==> src/rtl/slf_pkg.sv <==
package slf_pkg;
  localparam int TAPS = 4;

  // true when val lies within orig +/- 2*tc
  function automatic logic in_reach(int orig, int val, int tc);
    int d;
    d = (val > orig) ? val - orig : orig - val;
    return d <= 2 * tc;
  endfunction
endpackage

==> src/rtl/slf_clamp.sv <==
module slf_clamp #(
  parameter int PIX_W = 8,
  parameter int TC_W  = 7
) (
  input  logic [PIX_W-1:0] orig_i,
  input  logic [PIX_W-1:0] raw_i,
  input  logic [TC_W-1:0]  tc_i,
  output logic [PIX_W-1:0] out_o
);
  localparam int W = ((PIX_W > TC_W + 1) ? PIX_W : TC_W + 1) + 2;
  localparam logic [W-1:0] MAXV = W'((1 << PIX_W) - 1);

  logic [W-1:0] reach, up, lo, hi, raw_w;

  always_comb begin
    reach = W'(tc_i) << 1;
    up    = W'(orig_i) + reach;
    hi    = (up > MAXV) ? MAXV : up;
    lo    = (reach > W'(orig_i)) ? '0 : W'(orig_i) - reach;
    raw_w = W'(raw_i);
    if (raw_w < lo)      out_o = lo[PIX_W-1:0];
    else if (raw_w > hi) out_o = hi[PIX_W-1:0];
    else                 out_o = raw_i;
  end
endmodule

==> src/rtl/slf_side.sv <==
module slf_side #(
  parameter int PIX_W = 8,
  parameter int TC_W  = 7
) (
  input  logic [3:0][PIX_W-1:0] own_i,
  input  logic [1:0][PIX_W-1:0] oth_i,
  input  logic [TC_W-1:0]       tc_i,
  output logic [2:0][PIX_W-1:0] flt_o
);
  localparam int SUM_W = PIX_W + 3;

  logic [SUM_W-1:0] s0, s1, s2;
  logic [2:0][PIX_W-1:0] raw;

  always_comb begin
    s0 = SUM_W'(own_i[2]) + (SUM_W'(own_i[1]) << 1) + (SUM_W'(own_i[0]) << 1)
       + (SUM_W'(oth_i[0]) << 1) + SUM_W'(oth_i[1]) + SUM_W'(4);
    s1 = SUM_W'(own_i[2]) + SUM_W'(own_i[1]) + SUM_W'(own_i[0])
       + SUM_W'(oth_i[0]) + SUM_W'(2);
    s2 = (SUM_W'(own_i[3]) << 1) + SUM_W'(3) * SUM_W'(own_i[2]) + SUM_W'(own_i[1])
       + SUM_W'(own_i[0]) + SUM_W'(oth_i[0]) + SUM_W'(4);
    raw[0] = s0[PIX_W+2:3];
    raw[1] = s1[PIX_W+1:2];
    raw[2] = s2[PIX_W+2:3];
  end

  for (genvar k = 0; k < 3; k++) begin : g_tap
    slf_clamp #(.PIX_W(PIX_W), .TC_W(TC_W)) u_clamp (
      .orig_i(own_i[k]),
      .raw_i (raw[k]),
      .tc_i  (tc_i),
      .out_o (flt_o[k])
    );
  end
endmodule

==> src/rtl/slf_strong_luma.sv <==
module slf_strong_luma #(
  parameter int LINES = 4,
  parameter int PIX_W = 8,
  parameter int TC_W  = 7
) (
  input  logic                           clk_i,
  input  logic                           rst_ni,
  input  logic                           valid_i,
  input  logic [TC_W-1:0]                tc_i,
  input  logic                           en_p_i,
  input  logic                           en_q_i,
  input  logic [LINES*4*PIX_W-1:0]       p_i,
  input  logic [LINES*4*PIX_W-1:0]       q_i,
  output logic                           valid_o,
  output logic                           wmask_p_o,
  output logic                           wmask_q_o,
  output logic [LINES*4*PIX_W-1:0]       p_o,
  output logic [LINES*4*PIX_W-1:0]       q_o
);
  localparam int LN_W  = slf_pkg::TAPS * PIX_W;
  localparam int VEC_W = LINES * LN_W;

  logic [VEC_W-1:0] p_nxt, q_nxt;

  for (genvar l = 0; l < LINES; l++) begin : g_line
    logic [3:0][PIX_W-1:0] p_ln, q_ln;
    logic [2:0][PIX_W-1:0] p_flt, q_flt;

    assign p_ln = p_i[l*LN_W +: LN_W];
    assign q_ln = q_i[l*LN_W +: LN_W];

    slf_side #(.PIX_W(PIX_W), .TC_W(TC_W)) u_p (
      .own_i(p_ln), .oth_i(q_ln[1:0]), .tc_i(tc_i), .flt_o(p_flt)
    );
    slf_side #(.PIX_W(PIX_W), .TC_W(TC_W)) u_q (
      .own_i(q_ln), .oth_i(p_ln[1:0]), .tc_i(tc_i), .flt_o(q_flt)
    );

    assign p_nxt[l*LN_W +: LN_W] = en_p_i ? {p_ln[3], p_flt} : p_ln;
    assign q_nxt[l*LN_W +: LN_W] = en_q_i ? {q_ln[3], q_flt} : q_ln;

    // far tap never touched
    AST_P3_KEPT: assert property (@(posedge clk_i) disable iff (!rst_ni)
      valid_i |=> p_o[l*LN_W + 3*PIX_W +: PIX_W] == $past(p_i[l*LN_W + 3*PIX_W +: PIX_W]));
    AST_Q3_KEPT: assert property (@(posedge clk_i) disable iff (!rst_ni)
      valid_i |=> q_o[l*LN_W + 3*PIX_W +: PIX_W] == $past(q_i[l*LN_W + 3*PIX_W +: PIX_W]));
    AST_P_OFF_KEPT: assert property (@(posedge clk_i) disable iff (!rst_ni)
      (valid_i && !en_p_i) |=> p_o[l*LN_W +: LN_W] == $past(p_i[l*LN_W +: LN_W]));
    AST_Q_OFF_KEPT: assert property (@(posedge clk_i) disable iff (!rst_ni)
      (valid_i && !en_q_i) |=> q_o[l*LN_W +: LN_W] == $past(q_i[l*LN_W +: LN_W]));

    for (genvar k = 0; k < 3; k++) begin : g_reach
      AST_P_REACH: assert property (@(posedge clk_i) disable iff (!rst_ni)
        valid_i |=> slf_pkg::in_reach(int'($past(p_i[l*LN_W + k*PIX_W +: PIX_W])),
                                      int'(p_o[l*LN_W + k*PIX_W +: PIX_W]),
                                      int'($past(tc_i))));
      AST_Q_REACH: assert property (@(posedge clk_i) disable iff (!rst_ni)
        valid_i |=> slf_pkg::in_reach(int'($past(q_i[l*LN_W + k*PIX_W +: PIX_W])),
                                      int'(q_o[l*LN_W + k*PIX_W +: PIX_W]),
                                      int'($past(tc_i))));
    end
  end

  always_ff @(posedge clk_i or negedge rst_ni) begin
    if (!rst_ni) begin
      valid_o   <= 1'b0;
      wmask_p_o <= 1'b0;
      wmask_q_o <= 1'b0;
      p_o       <= '0;
      q_o       <= '0;
    end else begin
      valid_o   <= valid_i;
      wmask_p_o <= valid_i & en_p_i;
      wmask_q_o <= valid_i & en_q_i;
      if (valid_i) begin
        p_o <= p_nxt;
        q_o <= q_nxt;
      end
    end
  end

  AST_VALID_LAT: assert property (@(posedge clk_i) disable iff (!rst_ni)
    valid_i |=> valid_o);
  AST_VALID_DROP: assert property (@(posedge clk_i) disable iff (!rst_ni)
    !valid_i |=> !valid_o);
  AST_MASK_GATED: assert property (@(posedge clk_i) disable iff (!rst_ni)
    (wmask_p_o || wmask_q_o) |-> valid_o);
  AST_IDLE_HOLD: assert property (@(posedge clk_i) disable iff (!rst_ni)
    !valid_i |=> ($stable(p_o) && $stable(q_o)));
endmodule

==> config.mk <==
export PLATFORM = sky130hd
export DESIGN_NAME = slf_strong_luma
export DESIGN_NICKNAME = d
export VERILOG_FILES = /design/src/rtl/slf_pkg.sv /design/src/rtl/slf_clamp.sv /design/src/rtl/slf_side.sv /design/src/rtl/slf_strong_luma.sv
export SDC_FILE = /design/constraint.sdc
export NUM_CORES = 2
export LEC_CHECK = 0
export ABC_AREA = 0
export CAP_MARGIN = 25
export CORE_UTILIZATION = 46
export CTS_CLUSTER_SIZE = 30
export DETAILED_ROUTE_END_ITERATION = 8
export PLACE_DENSITY_LB_ADDON = 0.25
export SETUP_SLACK_MARGIN = 0.02
export SKIP_LAST_GASP = 1
export SLEW_MARGIN = 20
export SYNTH_ARGS = -nofsm -noshare
export SYNTH_HDL_FRONTEND = slang
export SYNTH_SLANG_ARGS = --single-unit
==> constraint.sdc <==
create_clock -name clk_i -period 4 [get_ports clk_i]
set_clock_uncertainty 0.15 [all_clocks]
set_input_delay 0.8 -clock clk_i [delete_from_list [all_inputs] [get_ports clk_i]]
set_output_delay 0.8 -clock clk_i [all_outputs]
set_load 0.05 [all_outputs]
==> flow_metrics.py <==
metrics = {
    "global_route": {
        "grt.overflow.total": 0,
        "grt_util_all_layers_pct": 38.5,
        "antenna_found_initial": 9,
        "grt_pass1_vias": 70000,
        "grt_use_met1_pct": 48.9,
        "grt_pass1_wl_um": 401000,
        "top_usage_layer": "met2",
        "grt_util_met2_pct": 62.9,
        "grtUsageMet3_pct": 6.09,
        "grt_start_max_net_pins": 108,
    },
    "final_layout": {
        "fin_util_pct": 73.4,
        "final_nets": 11900,
        "syn2layout_area_growth_pct": 58.6,
        "fin_cells": 11800,
        "post_route_cells_drive_above_1_share_pct": 39.1,
    },
    "timing": {
        "rsz0062_at_grt": "yes",
        "min_period_ns": 5.75,
        "relSlewSlack_pct": 38.4,
        "setup-tns-final_ns": -258.87,
        "hold_viol": 0,
        "fmax_mhz": 174,
        "fin_crit_sh_pct": 144,
        "fin_ws_ns": -1.75,
        "setup_viol_count_final": 192,
        "slew_viol_final": 0,
        "worst_pin_slew_ns": 0.921,
    },
    "logic_synthesis": {
        "synth.distinct_cells": 102,
        "yosys.area.top_type": "ha_1",
        "ys.flop_type": "dfrtp_1",
        "seq_area_frac_synth_pct": 10.6,
        "synth_cells": 7203,
        "syn-cell-area_um2": 60900,
        "synthTopCellsByArea": "ha_1 (24%), fa_1 (16%), dfrtp_1 (11%)",
        "synth_top_area_share_pct": 23.7,
        "avgSynthCellArea_um2": 8.45,
        "ys_warn_count": 0,
        "synth.most_common_cell": "ha_1",
        "synth_nets": 9095,
        "synthTopCellsByCount": "ha_1 (1152), inv_1 (865), nor2_1 (552)",
        "yosys_register_bits": 259,
        "async_reset_ff_share_pct": 100,
        "synth_edf_count": 0,
    },
    "power_and_ir_drop": {
        "total_power_w": 0.0824,
        "vdd_ir_drop_max_v": 0.000728,
        "p_leak_nw": 46.0,
        "powerDensity_nw_per_um2": 853,
    },
    "floorplanning": {
        "placementRows": 133,
        "core_um2": 131000,
        "die_w_um": 366,
        "ios": 527,
        "fp.dieH_um": 366,
        "initial_core_util_pct": 46.3,
        "dieArea_um2": 134000,
    },
    "outcome": {
        "violations": "setup timing",
        "status": "finished, violations left",
    },
    "route": {
        "drt_iter0_markers": 5112,
        "postRouteAntennaNets": 0,
        "finalWirelength_um": 267000,
        "dr_total_vias": 67700,
        "viasPerCell": 5.71,
        "drtPass1Iterations": 6,
        "wl_per_cell_um": 22.5,
        "drc_errors": 0,
    },
    "cts": {
        "clock_latency_ns": 0.62,
        "cts_root_buf": "clkbuf_16",
        "h-tree-depth": 2,
        "cts_tree": "built",
        "cts_sinks": 259,
        "clkTransAtPathRegs_ns": 0.06,
        "clockBufferDepth": 3,
        "cts_inserted_buffers": 43,
    },
    "place": {
        "dp_hpwl_um": 207000,
        "dp.cells": 11400,
        "gp_congestion": 1.00,
        "dp_slack_ns": -2.98,
        "io_buffers": 526,
    },
    "worst_setup_path": {
        "critPathKind": "in2reg",
        "required_ns": 4.37,
        "crit_fanout": 3,
        "cp_data_arrival_time_ns": 6.11,
        "r2r_setup_slack_ns": 2.56,
        "cp-start-kind": "primary input",
        "cp-end-kind": "flop",
    },
    "run": {
        "maxCapViolations": 0,
    },
    "min_path": {
        "hp-class": "in2reg",
    },
}
cell usage in the layout (no fill, tap or decap), drive strengths merged, types with 33 or more instances in the layout:
master	count
fa	472
or3	57
or2	44
a21oi	441
mux2	88
ha	1152
o31ai	61
clkbuf	72
o31a	41
inv	850
a21o	150
and2	76
dfrtp	259
o21a	157
a31oi	53
nor2b	172
o22ai	56
o211ai	66
nand3	145
o21ai	397
nor3	142
nand2	383
o21bai	58
a221o	33
xnor2	227
buf	2567
nand2b	143
clkdlybuf4s50	302
nand4	60
mux2i	59
xor2	124
dlygate4sd2	70
nor2	554
a211oi	50
metal layers:
metal	part of all wire (%)	up-vias
met5	0.022	-
met4	6.4	8
met3	7.8	860
met2	45	2840
met1	40	32900
li1	-	31100
repair_timing:
action	in CTS	in global routing
hold buffers	1	0
setup buffers	251	96
setup endpoints to repair	192	192
hold endpoints to repair	4	0
cloned	14	0
gates resized for setup	1484	400
pin swaps	836	465
stage by stage:
step	instance area (um^2)	hold slack [ns]
2_1_floorplan	63300	0.354
3_3_place_gp	86500	0.322
3_5_place_dp	86500	0.329
4_1_cts	94700	0.264
5_1_grt	96600	0.283
6_report	96600	0.293
cell families after synthesis:
| group | after synthesis | synth area share (%) |
|---|---|---|
| xor gates and xnor gates | 351 | 5.05 |
| muxes | 147 | 2.60 |
| AOI/OAI and AO/OA | 1855 | 20.4 |
| and+or+nand+nor | 1901 | 15.4 |
| adders and majority gates | 1624 | 39.2 |
| DFF | 259 | 10.6 |
| buffers and inverters | 1066 | 6.68 |
path summary, 6_finish.rpt:
check	from	endpoint	cells after the start
worst min register to register	p_o[17]	p_o[17]	1
worst min-delay path	p_i[88]	p_o[88]	2
worst max-delay path	p_i[81]	p_o[87]	23
worst max register to register	p_o[119]	p_o[119]	3
max in group asynchronous	rst_ni	p_o[32]	3
min in group asynchronous	rst_ni	p_o[126]	2
flip-flops by register name (all words and copies together) (netlist names):
register / count
p_o: 128
q_o: 128
valid_o: 1
wmask_p_o: 1
wmask_q_o: 1
critical path, stage by stage:
cell	delay, ns
buf_8	0.10
buf_6	0.11
fa_1	0.55
inv_2	0.05
fa_2	0.46
fa_1	0.51
inv_1	0.04
ha_1	0.26
and4b_1	0.21
o21a_1	0.20
o31a_1	0.27
o41a_1	0.34
a21o_1	0.21
xor2_2	0.17
ha_1	0.31
or3_1	0.41
o21ai_1	0.09
a21oi_1	0.05
o21bai_1	0.18
nand2_2	0.11
mux2i_1	0.13
a221o_1	0.33
a31o_2	0.21
area by class of cell:
| type | instances | area (um^2) |
|---|---|---|
| timing repair buffer | 3001 | 25300 |
| tap | 1755 | 2200 |
| fill | 9516 | 34900 |
| clock buffer | 55 | 1190 |
| multi-input combinational | 5882 | 57800 |
| inverter | 867 | 3340 |
| clock inverter | 21 | 255 |
| antenna | 4 | 10.0 |
| sequential | 259 | 6480 |
power breakdown:
group / internal [W] / switching, W
logic: 0.0367 / 0.0369
clock network: 0.00242 / 0.00168
registers: 0.00364 / 0.00114
Note: power is estimated with default switching activity, not from simulation.
